`src/rtl/ipi_pkg.sv`:
```
package ipi_pkg;
  parameter int IPI_CPUS = 2;
  localparam int CPU_W = (IPI_CPUS > 1) ? $clog2(IPI_CPUS) : 1;

  typedef enum logic [1:0] {
    RK_ZERO = 2'd0,
    RK_PEND = 2'd1,
    RK_MASK = 2'd2
  } rdKind_t;

  // Strobes passed from the decode control to the datapath.
  typedef struct packed {
    logic [IPI_CPUS-1:0] setStb;
    logic [IPI_CPUS-1:0] clrStb;
    logic                maskWr;
    logic                rdEn;
    rdKind_t             rdKind;
    logic [CPU_W-1:0]    rdCpu;
  } ipiStrobes_t;
endpackage

```
`src/rtl/ipi_ctrl.sv`:
```
module ipi_ctrl
  import ipi_pkg::*;
#(
  parameter int ADDR_W = 3
) (
  input  logic              wrEn,
  input  logic              rdEn,
  input  logic [ADDR_W-1:0] addr,
  output ipiStrobes_t       stb
);
  localparam int MASK_ADDR = 2 * IPI_CPUS;

  logic [IPI_CPUS-1:0] setHit;
  logic [IPI_CPUS-1:0] clrHit;

  for (genvar c = 0; c < IPI_CPUS; c++) begin : g_dec
    assign setHit[c] = (addr == ADDR_W'(2 * c));
    assign clrHit[c] = (addr == ADDR_W'(2 * c + 1));
  end

  always_comb begin
    stb        = '0;
    stb.setStb = wrEn ? setHit : '0;
    stb.clrStb = wrEn ? clrHit : '0;
    stb.maskWr = wrEn && (addr == ADDR_W'(MASK_ADDR));
    stb.rdEn   = rdEn;
    stb.rdCpu  = CPU_W'(addr >> 1);
    if (|clrHit) begin
      stb.rdKind = RK_PEND;
    end else if (addr == ADDR_W'(MASK_ADDR)) begin
      stb.rdKind = RK_MASK;
    end else begin
      stb.rdKind = RK_ZERO;
    end
  end
endmodule

```
`src/rtl/ipi_datapath.sv`:
```
module ipi_datapath
  import ipi_pkg::*;
#(
  parameter int REGIONS = 64,
  localparam int ID_W = $clog2(REGIONS)
) (
  input  logic                              clk,
  input  logic                              rstN,
  input  ipiStrobes_t                       stb,
  input  logic [REGIONS-1:0]                wrData,
  input  logic [ID_W-1:0]                   srcRegion,
  output logic [REGIONS-1:0]                rdData,
  output logic [IPI_CPUS-1:0]               irq,
  output logic [IPI_CPUS-1:0][REGIONS-1:0]  pendView,
  output logic [REGIONS-1:0]                maskView
);
  logic [REGIONS-1:0] maskQ;
  logic [REGIONS-1:0] regionBit;
  logic [IPI_CPUS-1:0][REGIONS-1:0] pendQ;

  always_comb begin
    regionBit = '0;
    regionBit[srcRegion] = 1'b1;
  end

  for (genvar c = 0; c < IPI_CPUS; c++) begin : g_cpu
    logic [REGIONS-1:0] setVec;
    logic [REGIONS-1:0] clrVec;
    logic [REGIONS-1:0] pendNext;

    always_comb begin
      setVec   = stb.setStb[c] ? regionBit : '0;
      clrVec   = stb.clrStb[c] ? wrData : '0;
      // Post takes priority over acknowledge so no interrupt is lost.
      pendNext = (pendQ[c] & ~clrVec) | setVec;
    end

    always_ff @(posedge clk or negedge rstN) begin
      if (!rstN) begin
        pendQ[c] <= '0;
        irq[c]   <= 1'b0;
      end else begin
        pendQ[c] <= pendNext;
        irq[c]   <= |(pendQ[c] & maskQ);
      end
    end
  end

  always_ff @(posedge clk or negedge rstN) begin
    if (!rstN) begin
      maskQ <= '0;
    end else if (stb.maskWr) begin
      maskQ <= wrData;
    end
  end

  logic [REGIONS-1:0] rdNext;
  always_comb begin
    unique case (stb.rdKind)
      RK_PEND: rdNext = pendQ[stb.rdCpu];
      RK_MASK: rdNext = maskQ;
      default: rdNext = '0;
    endcase
  end

  always_ff @(posedge clk or negedge rstN) begin
    if (!rstN) begin
      rdData <= '0;
    end else begin
      rdData <= stb.rdEn ? rdNext : '0;
    end
  end

  assign pendView = pendQ;
  assign maskView = maskQ;
endmodule

```
`src/rtl/ipi_pend_unit.sv`:
```
module ipi_pend_unit
  import ipi_pkg::*;
#(
  parameter int REGIONS = 64,
  parameter int ADDR_W  = 3,
  localparam int ID_W   = $clog2(REGIONS)
) (
  input  logic                clk,
  input  logic                rstN,
  input  logic                wrEn,
  input  logic                rdEn,
  input  logic [ADDR_W-1:0]   addr,
  input  logic [REGIONS-1:0]  wrData,
  input  logic [ID_W-1:0]     srcRegion,
  output logic [REGIONS-1:0]  rdData,
  output logic [IPI_CPUS-1:0] irq
);
  ipiStrobes_t stb;
  logic [IPI_CPUS-1:0][REGIONS-1:0] pendView;
  logic [REGIONS-1:0] maskView;

  ipi_ctrl #(.ADDR_W(ADDR_W)) u_ctrl (
    .wrEn (wrEn),
    .rdEn (rdEn),
    .addr (addr),
    .stb  (stb)
  );

  ipi_datapath #(.REGIONS(REGIONS)) u_dp (
    .clk       (clk),
    .rstN      (rstN),
    .stb       (stb),
    .wrData    (wrData),
    .srcRegion (srcRegion),
    .rdData    (rdData),
    .irq       (irq),
    .pendView  (pendView),
    .maskView  (maskView)
  );
endmodule

```
`config.mk`:
```
export PLATFORM = sky130hd
export DESIGN_NAME = ipi_pend_unit
export DESIGN_NICKNAME = d
export VERILOG_FILES = /design/src/rtl/ipi_pkg.sv /design/src/rtl/ipi_ctrl.sv /design/src/rtl/ipi_datapath.sv /design/src/rtl/ipi_pend_unit.sv
export SDC_FILE = /design/constraint.sdc
export NUM_CORES = 1
export LEC_CHECK = 0
export ABC_AREA = 1
export BUFFER_PORTS_ARGS = -buffer_cell sky130_fd_sc_hd__buf_4
export CORE_ASPECT_RATIO = 1.5
export CORE_UTILIZATION = 45
export DETAILED_ROUTE_END_ITERATION = 16
export PLACE_DENSITY = 0.75
export SETUP_SLACK_MARGIN = 0.15
export SYNTH_ARGS = -nofsm -noshare
export SYNTH_HDL_FRONTEND = slang
export SYNTH_SLANG_ARGS = --single-unit
```
`constraint.sdc`:
```
create_clock -name clk -period 1.8 [get_ports clk]
set_input_delay 0.36 -clock clk [delete_from_list [all_inputs] [get_ports clk]]
set_output_delay 0.36 -clock clk [all_outputs]
set_load 0.02 [all_outputs]
```
Word level (Yosys, flattened, before mapping)
Index checks and enable logic that the tools add are counted.

Input port bits: 77. Word-level logic and storage cells: 43. Flip-flop bits (word level): 258. Output and inout port bits: 66.

Bitwise gates (word level): 8. Multiplexer cells: 14. Order comparisons: 3. Eq/ne operators: 6. Reduce and logical (&&, ||, !) cells: 6.

Operators by type and width (count): 2-to-1 mux 64 bit (7); AND 64 bit (4); NOT 64 bit (2); bitwise OR 64 bit (2); one-hot mux 64 bit (2 select lines) (1); OR reduction 64 bit (2); 2-to-1 mux 2 bit (4); less-than comparator 6 x 7 -> 1 bit, second input constant (1); demux 1 bit (select 6 bit) (1); equality test 3 x 2 -> 1 bit, second input constant (2); >= comparator 6 x 1 -> 1 bit, second input constant (1); equality test 3 x 1 -> 1 bit, second input constant (1); equality test 3 bit, second input constant (1); logical NOT 3 bit (1); equality test 2 x 1 -> 1 bit, second input constant (1); equality test 2 bit, second input constant (1); logical AND 1 bit (2); less-than comparator 1 x 2 -> 1 bit, second input constant (1); OR reduction 2 bit (1); 2-to-1 mux 1 bit (1).

Depth between registers and ports, before layout
Gate-level depths: netlist (run 1).

Depth after elaboration: 6. Gate-level depth with buffers: 8. Depth with buffers taken out: 8.

Cells and area by module
A second synthesis (run 1) with hierarchy kept.

Cells, all modules: 1387. Area total of the unflattened synthesis: 11673.7 µm².

Modules (own cells, without submodules): ipi_datapath (instances 1, cells an instance 1368, area each 11583.6 µm²); ipi_ctrl (instances 1, cells an instance 19, area each 90.1 µm²).

Worst setup path before layout (run 1)
OpenSTA, ideal clock, no wires.

Path type: input port to flip-flop. From: in addr[2]. To: reg u_dp.pendQ (netlist bit u_dp.pendView[44]). Stages on the path: 7. Data required time: 1665 ps. Setup slack: 519 ps. Library setup time: 135 ps. Arrival: 1146 ps. Path buffers: 1. Cells stage by stage: inv_1 > nand2_1 > nor2_1 > nand2_1 > clkbuf_1 > o21ai_0 > o21ai_0.

Cells in the longest elaborated chain, start to end: 6.

RTL lines: start, declared (line ipi_pend_unit.sv:12) `input logic [ADDR_W-1:0] addr,`; equality test 3 x 1 -> 1 bit (line ipi_ctrl.sv:18) `assign clrHit[c] = (addr == ADDR_W'(2 * c + 1));`; 2-to-1 mux 2 bit (line ipi_ctrl.sv:24) `stb.clrStb = wrEn ? clrHit : '0;`; 2-to-1 mux 64 bit (line ipi_datapath.sv:33) `clrVec = stb.clrStb[c] ? wrData : '0;`; NOT 64 bit (line ipi_datapath.sv:35) `pendNext = (pendQ[c] & ~clrVec) | setVec;`; AND 64 bit (line ipi_datapath.sv:35); bitwise OR 64 bit * (line ipi_datapath.sv:35); named net u_dp.g_cpu[0].pendNext[44] (line ipi_datapath.sv:29) `logic [REGIONS-1:0] pendNext;`; end signal, assigned by index (line ipi_datapath.sv:43) `pendQ[c] <= pendNext;`; end, declared (line ipi_datapath.sv:19) `logic [IPI_CPUS-1:0][REGIONS-1:0] pendQ;`.

Mark *: on every way through the listed nets, which the timed path passes. The rest lies on a longest branch. A chain may end at the register's enable or synchronous reset.

Worst setup path in the final report (run 1)
From: reg u_dp.rdData[1]. To: out rdData[1].

RTL lines: start, declared (line ipi_datapath.sv:12) `output logic [REGIONS-1:0] rdData,`; start signal, assigned (line ipi_datapath.sv:70) `rdData <= stb.rdEn ? rdNext : '0;`; end, declared (line ipi_pend_unit.sv:15) `output logic [REGIONS-1:0] rdData,`.

No word-level cell between the ends.

==> results of run 1 <==
## logic make-up (layout without fill, tap and decap cells)
| logic type | count (synthesis) | in the layout | share of synthesized area (%) |
|---|---|---|---|
| compound gates | 384 | 384 | 17.6 |
| buf+inv | 164 | 324 | 5.69 |
| flops | 258 | 258 | 56.9 |
| simple gates | 559 | 559 | 19.8 |
## registers in the layout (all words and copies together), names as in the netlist
| name | cells |
|---|---|
| u_dp.rdData | 64 |
| u_dp.pendView | 128 |
| u_dp.irq | 2 |
| u_dp.maskView | 64 |
## cells in the final DEF (no fill, tap or decap), types with 3 or more instances in the layout
master     synthesis  routed
a31oi_1           64      64
buf_12             0      14
buf_4              0     168
bufinv_16          0       3
clkbuf_1          42       7
clkbuf_16          0      25
clkbuf_8           0       4
clkinv_2           0       3
dfrtp_1          258     258
inv_1             92      92
inv_2              6       6
nand2_1          498     497
nand4_1           22      22
nor2_1            22      20
nor3_2            14      15
o21ai_0          278     278
o21ai_1           42      42
## per-stage QoR
step,cells,hold slack (ns)
after global routing,1849,0.145
after detailed placement,1806,0.191
after global placement,1806,0.193
after CTS,1849,0.130
final,1849,0.132
after floorplan,1365,0.0644
## per-layer routing
| layer | up-vias | GRT usage, % | part of all wire (%) |
|---|---|---|---|
| li1 | 4786 | - | - |
| met1 | 4895 | 33.3 | 38 |
| met2 | 497 | 45.3 | 49 |
| met3 | 121 | 2.67 | 6.8 |
| met4 | 0 | 16.0 | 6.2 |
| met5 | - | 0 | 0 |
## cells in the mapped netlist
cell,number,share of area [%]
nor3_1,3,0.13
buf_2,24,1.1
dfrtp_1,258,57
clkbuf_1,42,1.4
nand4_1,22,1.2
inv_1,92,3.0
nor2_1,22,0.73
a31oi_1,64,3.5
inv_2,6,0.20
o21ai_0,278,12
nor3_2,14,1.2
o21ai_1,42,1.9
nand2_1,498,16
## layout make-up
class                      instances  area, µm²
clock buffer                      36        707
clock inverter                     6        105
fill                            2187      10700
inverter                          98        368
multi-input combinational        943       4270
sequential                       258       6460
tap                              324        405
timing repair buffer             184       1570
## what timing repair did
action | 4_1_cts | 5_1_grt
setup endpoints to repair | 0 | 0
hold buffers | 1 | 0
resized for setup | 0 | 0
endpoints found under the hold margin | 88 | 0
## worst max-delay path by stage
stage,end,cells after the start,slack [ns]
after detailed placement,u_dp.pendView[120]$_DFF_PN0_,8,0.13
after global routing,u_dp.irq[1]$_DFF_PN0_,8,0.24
final,rdData[1],1,0.32
after CTS,rdData[7],1,0.31
after global placement,u_dp.rdData[36]$_DFF_PN0_,8,0.17
after floorplan,u_dp.pendView[44]$_DFF_PN0_,7,0.52
## power groups by stage
stage / logic [mW] / registers, mW / clock network [mW]
2_1_floorplan: 0.613 / 6.66 / 0
3_3_place_gp: 1.33 / 6.66 / 0
3_5_place_dp: 1.36 / 6.68 / 0
4_1_cts: 1.37 / 6.57 / 5.31
5_1_grt: 1.52 / 6.64 / 5.50
6_report: 1.37 / 6.58 / 5.27
## tightest hold or removal path, cell delays in order
cell and delay, ns:
buf_4 0.08, inv_1 0.04, o21ai_0 0.14
==> key figures, run 1 <==
Power and ir drop
  – Clock share of power: 39.8%
  – Comb pwr share: between 10% and 20%
  – Power, Total: 13.2 mW
  – Int Power: 9.86 mW
  – Seq pwr share: 49.8%
  – Sw Share: 25.5%
  – Worst IR drop on VDD: 716 µV
  – Cell Pwr Density: 953 nW/µm²
  – Net switching power: 3.37 mW
  – Leak: 6.51 nW

Critical path
  – Slowest stage cell on the critical path: dfrtp_1
  – Crit path buffers/inverters: 1
  – Worst Path Arrival: 1.12 ns
  – Critical path origin: u_dp.rdData[1]$_DFF_PN0_
  – CP Capture Type: output port
  – Worst Reg-to-Reg Cells: 8
  – Crit path max-delay family: flip-flops
  – Critical R2R Launch: u_dp.maskView[33]$_DFFE_PN0P_
  – Crit-path cells: buf_4
  – CP required: 1.44 ns
  – Max Fanout on Critical Path: 1
  – Worst R2R End: u_dp.irq[1]$_DFF_PN0_
  – Crit start category: register
  – Crit path kind: reg2out
  – Max incr delay on CP: 0.42 ns
  – Worst R2R Setup Slack: 0.34 ns

Placement
  – Port bufs: 142
  – HPWL Detailed: 22500 µm
  – Gp weighted congestion: between 0.8 and 0.9
  – DP Worst Slack: about 0.13 ns
  – Cell area after placement: about 13000 µm²

Floorplan
  – Core area: between 20000 and 25000 µm²
  – I/O pins: about 140
  – Die X: 132 µm
  – Row cnt: 70
  – Initial Util: between 40% and 50%
  – Die footprint: 25900 µm²
  – Die span in y: 196 µm

Outcome
  – Status: complete, no violations

Global routing
  – First-pass GRT wire length: 53500 µm
  – Vias in the first global route: approximately 10000
  – GRT overflow: 0
  – Largest net degree at the start of global routing: a little over 90
  – Initial antenna violation count: 0
  – Gr usage total: 26.8%

Route
  – DRT Pass-1 Iters: 5
  – Detail Route Antenna Nets: 0
  – Average wire per standard cell: 18.6 µm
  – DRC: 0
  – Post-DR vias/cell: 5.57
  – Routed WL: 34400 µm
  – DR vias: 10300
  – Initial DRC Count: 1099

Final layout
  – Inserted Diodes: 0
  – Syn-to-layout area delta: 22.3%
  – Fin util: 56.4%
  – Layout cell share with drive strength beyond 1: between 10% and 20%
  – Post-Layout Inst Area: between 10000 and 15000 µm²
  – Fin nets: 1586

Synthesis
  – Cell variety after synth: 13
  – Synthesized Nets: 1442
  – Synth Area per Inst: 8.31 µm²
  – Post-Syn Area: 11300 µm²
  – Seq/Total Area, Yosys: 56.9%
  – Cells after Synth: 1365
  – Synth warn: 0
  – #FFs+latches synth: 258

Timing
  – Setup violations, final: 0
  – Crit share post-route: between 80% and 90%
  – Fmax achieved: 676 MHz
  – Setup_tns: 0 ns
  – Max-slew headroom: 67.6%
  – Final worst slack: 0.320 ns
  – Clock Skew: 0.0152 ns
  – Worst-margin pin slew: 0.486 ns
  – Final Hold Viols: 0
  – Setup repair after global routing missed its margin: false
  – Slew Viols, Final: 0
  – Fin crit period: 1.48 ns

Clock network
  – Clock latency on the worst-skew pair: 0.53 ns
  – Clock Path Buffers: 3
  – H-tree depth: 1
  – TritonCTS Buffers: 24
  – Clock transition at path regs: roughly 0.07 ns
  – Clock root buffer: clkbuf_16
  – CTS Sinks: 258
  – CTS tree: built
  – Setup Buffers After CTS: 0

Worst hold path
  – Hold path startpoint: wrData[14]
  – Tightest Hold Check Type: in2reg
  – Worst Hold Depth: 3
  – Hold endpoint: u_dp.maskView[14]$_DFFE_PN0P_

Flow run
  – Total of max-cap violations: 0
Note: power is estimated with default switching activity, not from simulation.
==> inputs of run 2 (changes only) <==
Settings changed: PLACE_DENSITY 0.75 to 0.77.
Clock period 1.8 ns to 1.3 ns, I/O delays scaled along.
==> run 2 against run 1 <==
Net effect:
- the flow now finishes with violations (setup timing)
- final cell count up 1.7%
- worst setup slack got worse by 0.39 ns
- utilization up 3.2 points
- global-route usage is 1.7 points higher
- sequential cell count unchanged
- sequential share of layout area fell by 2.5 points
- largest cell class unchanged
- worst hold slack lost 0.12 ns
==> key figures, run 2 (synthesis results as in run 1) <==
Timing
  – Crit share post-route: 105%
  – Fmax achieved: around 730 MHz
  – Max-slew headroom: 73.8% (+6.2 points)
  – Setup violations, final: 35 (+35)
  – Slew Viols, Final: 0 (unchanged)
  – Final Hold Viols: 0 (unchanged)
  – Setup_tns: -0.803 ns (-0.803 ns)
  – Worst-margin pin slew: 0.393 ns (-0.0933 ns)
  – Fin crit period: around 1.4 ns
  – Setup repair after global routing missed its margin: true
  – Clock Skew: 0.0207 ns (+0.00551 ns)
  – Final worst slack: -0.0682 ns (-0.389 ns)

Route
  – DRT Pass-1 Iters: 6 (+1)
  – DR vias: 10600 (+2.7%)
  – Detail Route Antenna Nets: 0 (unchanged)
  – Routed WL: 36000 µm (+4.5%)
  – Post-DR vias/cell: 5.63 (+1.1%)
  – DRC: 0 (unchanged)
  – Initial DRC Count: 837 (-24%)
  – Average wire per standard cell: 19.1 µm (+2.8%)

Clock network
  – Clock Path Buffers: 3 (unchanged)
  – Clock root buffer: clkbuf_16
  – TritonCTS Buffers: 25 (+4.2%)
  – H-tree depth: 1 (unchanged)
  – Clock transition at path regs: 0.06 ns (about the same)
  – CTS tree: built
  – CTS Sinks: 258 (unchanged)
  – Clock latency on the worst-skew pair: 0.54 ns (about the same)

Placement
  – Port bufs: 142 (unchanged)
  – Gp weighted congestion: 0.901 (+1.9%)
  – HPWL Detailed: 25000 µm (+11%)

Final layout
  – Max reg flops: 128 (unchanged)
  – Fin nets: 1614 (+1.8%)
  – Most frequent cells in the layout: nand2_1 (493), o21ai_0 (278), dfrtp_1 (258)
  – Syn-to-layout area delta: 29.3%
  – Layout fillers: 2067 (-5.5%)
  – Layout cell share with drive strength beyond 1: 18.2% (+2.3 points)
  – Commonest non-fill, non-tap cell in the layout: nand2_1

Power and ir drop
  – Cell Pwr Density: 1290 nW/µm² (+36%)
  – Int Power: 14.1 mW (+43%)
  – Seq pwr share: 48.2% (-1.6 points)
  – Net switching power: 4.91 mW (+46%)
  – Comb pwr share: 11.1% (+0.7 points)
  – Leak: 6.81 nW (+4.7%)
  – Clock share of power: 40.7% (+0.9 points)
  – Power, Total: 19.0 mW (+43%)
  – Worst IR drop on VDD: 1200 µV (+67%)
  – Sw Share: 25.9% (+0.39 points)

Critical path
  – Crit path buffers/inverters: 1 (unchanged)
  – CP Capture Type: output port
  – Max incr delay on CP: 0.42 ns (about the same)
  – Crit path kind: reg2out
  – Worst Path Arrival: 1.11 ns (about the same)
  – CP required: 1.04 ns (-0.40 ns)
  – Crit-path cells: buf_6
  – Slowest stage cell on the critical path: dfrtp_1
  – Crit start category: register
  – Max Fanout on Critical Path: 1 (unchanged)
  – Crit path max-delay family: flip-flops

Floorplan
  – Die footprint: 25900 µm² (unchanged)
  – Core area: 24600 µm² (unchanged)
  – Initial Util: 46.1% (unchanged)
  – Row cnt: 70 (unchanged)
  – I/O pins: 143 (unchanged)
  – Die span in y: 196 µm (unchanged)
  – Die X: 132 µm (unchanged)

Global routing
  – Vias in the first global route: 10700 (+7.7%)
  – First-pass GRT wire length: 56700 µm (+6.0%)
  – Initial antenna violation count: 1 (+1)
  – Gr usage total: 28.5% (+1.7 points)
  – Largest net degree at the start of global routing: 53 (-42%)
  – GRT overflow: 0 (unchanged)

Flow run
  – Total of max-cap violations: 0 (unchanged)

Outcome
  – Status: finished, violations left
  – Failing checks: setup timing

Worst hold path
  – Tightest Hold Check Type: in2reg
run 2: timing repair:
item	CTS	global route
setup buffers	1	1
pin swaps	3	0
hold buffers	1	0
resized for setup	68	3
gates cloned	0	0
endpoints found under the setup margin	68	68
endpoints found under the hold margin	120	0
run 2: routing by layer:
layer  wire length [µm]  GRT usage, %  vias to the layer above
met5                  0             0                        -
met4               2440          19.2                        0
met3               2950          4.81                      145
met2              17800          48.0                      557
met1              12800          33.4                     5041
li1                   -             -                     4839
run 2: layout make-up:
| cell class | count | area (µm²) | area share, % |
|---|---|---|---|
| well taps | 324 | 405 | 2.76 |
| clock buffers | 34 | 739 | 5.04 |
| diodes | 1 | 2.50 | 0.0171 |
| repair buffers | 211 | 2270 | 15.5 |
| multi-input cells | 943 | 4290 | 29.2 |
| flip-flops and latches | 258 | 6460 | 44.0 |
| inverters | 98 | 368 | 2.51 |
| clock inverters | 11 | 145 | 0.989 |
run 2: power by group through the flow:
stage          combinational (mW)  sequential [mW]  clock, mW
2_1_floorplan               0.852             9.22          0
3_3_place_gp                 1.95             9.22          0
3_5_place_dp                 2.01             9.26          0
4_1_cts                      2.08             9.13       7.80
5_1_grt                      2.31             9.22       8.13
6_report                     2.10             9.14       7.72
run 2: stage by stage:
step / util [%] / hold slack (ns) / cell area [µm²] / setup slack, ns / instances
after global routing: 59.6 / 0.0337 / 14700 / -0.0852 / 1879
final: 59.6 / 0.0150 / 14700 / -0.0682 / 1880
after detailed placement: 54.8 / 0.188 / 13500 / -0.248 / 1831
after global placement: 54.8 / 0.190 / 13500 / -0.254 / 1831
after floorplan: - / -0.0356 / 11400 / 0.134 / 1365
after CTS: 59.5 / 0.0135 / 14700 / -0.0808 / 1878
run 2: path summary, 6_finish.rpt:
| path | start | end | slack, ns | cells after the start |
|---|---|---|---|---|
| worst max-delay path | u_dp.rdData[3]$_DFF_PN0_ | rdData[3] | -0.07 | 1 |
| worst min-delay path | wrData[11] | u_dp.maskView[11]$_DFFE_PN0P_ | 0.02 | 3 |
| worst max register to register | u_dp.maskView[23]$_DFFE_PN0P_ | u_dp.irq[1]$_DFF_PN0_ | -0.01 | 6 |
| worst min register to register | u_dp.maskView[14]$_DFFE_PN0P_ | u_dp.maskView[14]$_DFFE_PN0P_ | 0.54 | 2 |
| max in group asynchronous | rstN | u_dp.maskView[20]$_DFFE_PN0P_ | 0.47 | 3 |
| min in group asynchronous | rstN | u_dp.maskView[11]$_DFFE_PN0P_ | 0.22 | 2 |
run 2: worst reg2reg max path, delay by kind of cell, from the launching register on:
kind          cells  cell delay (ns)
simple gates      6             0.76
flops             1             0.41
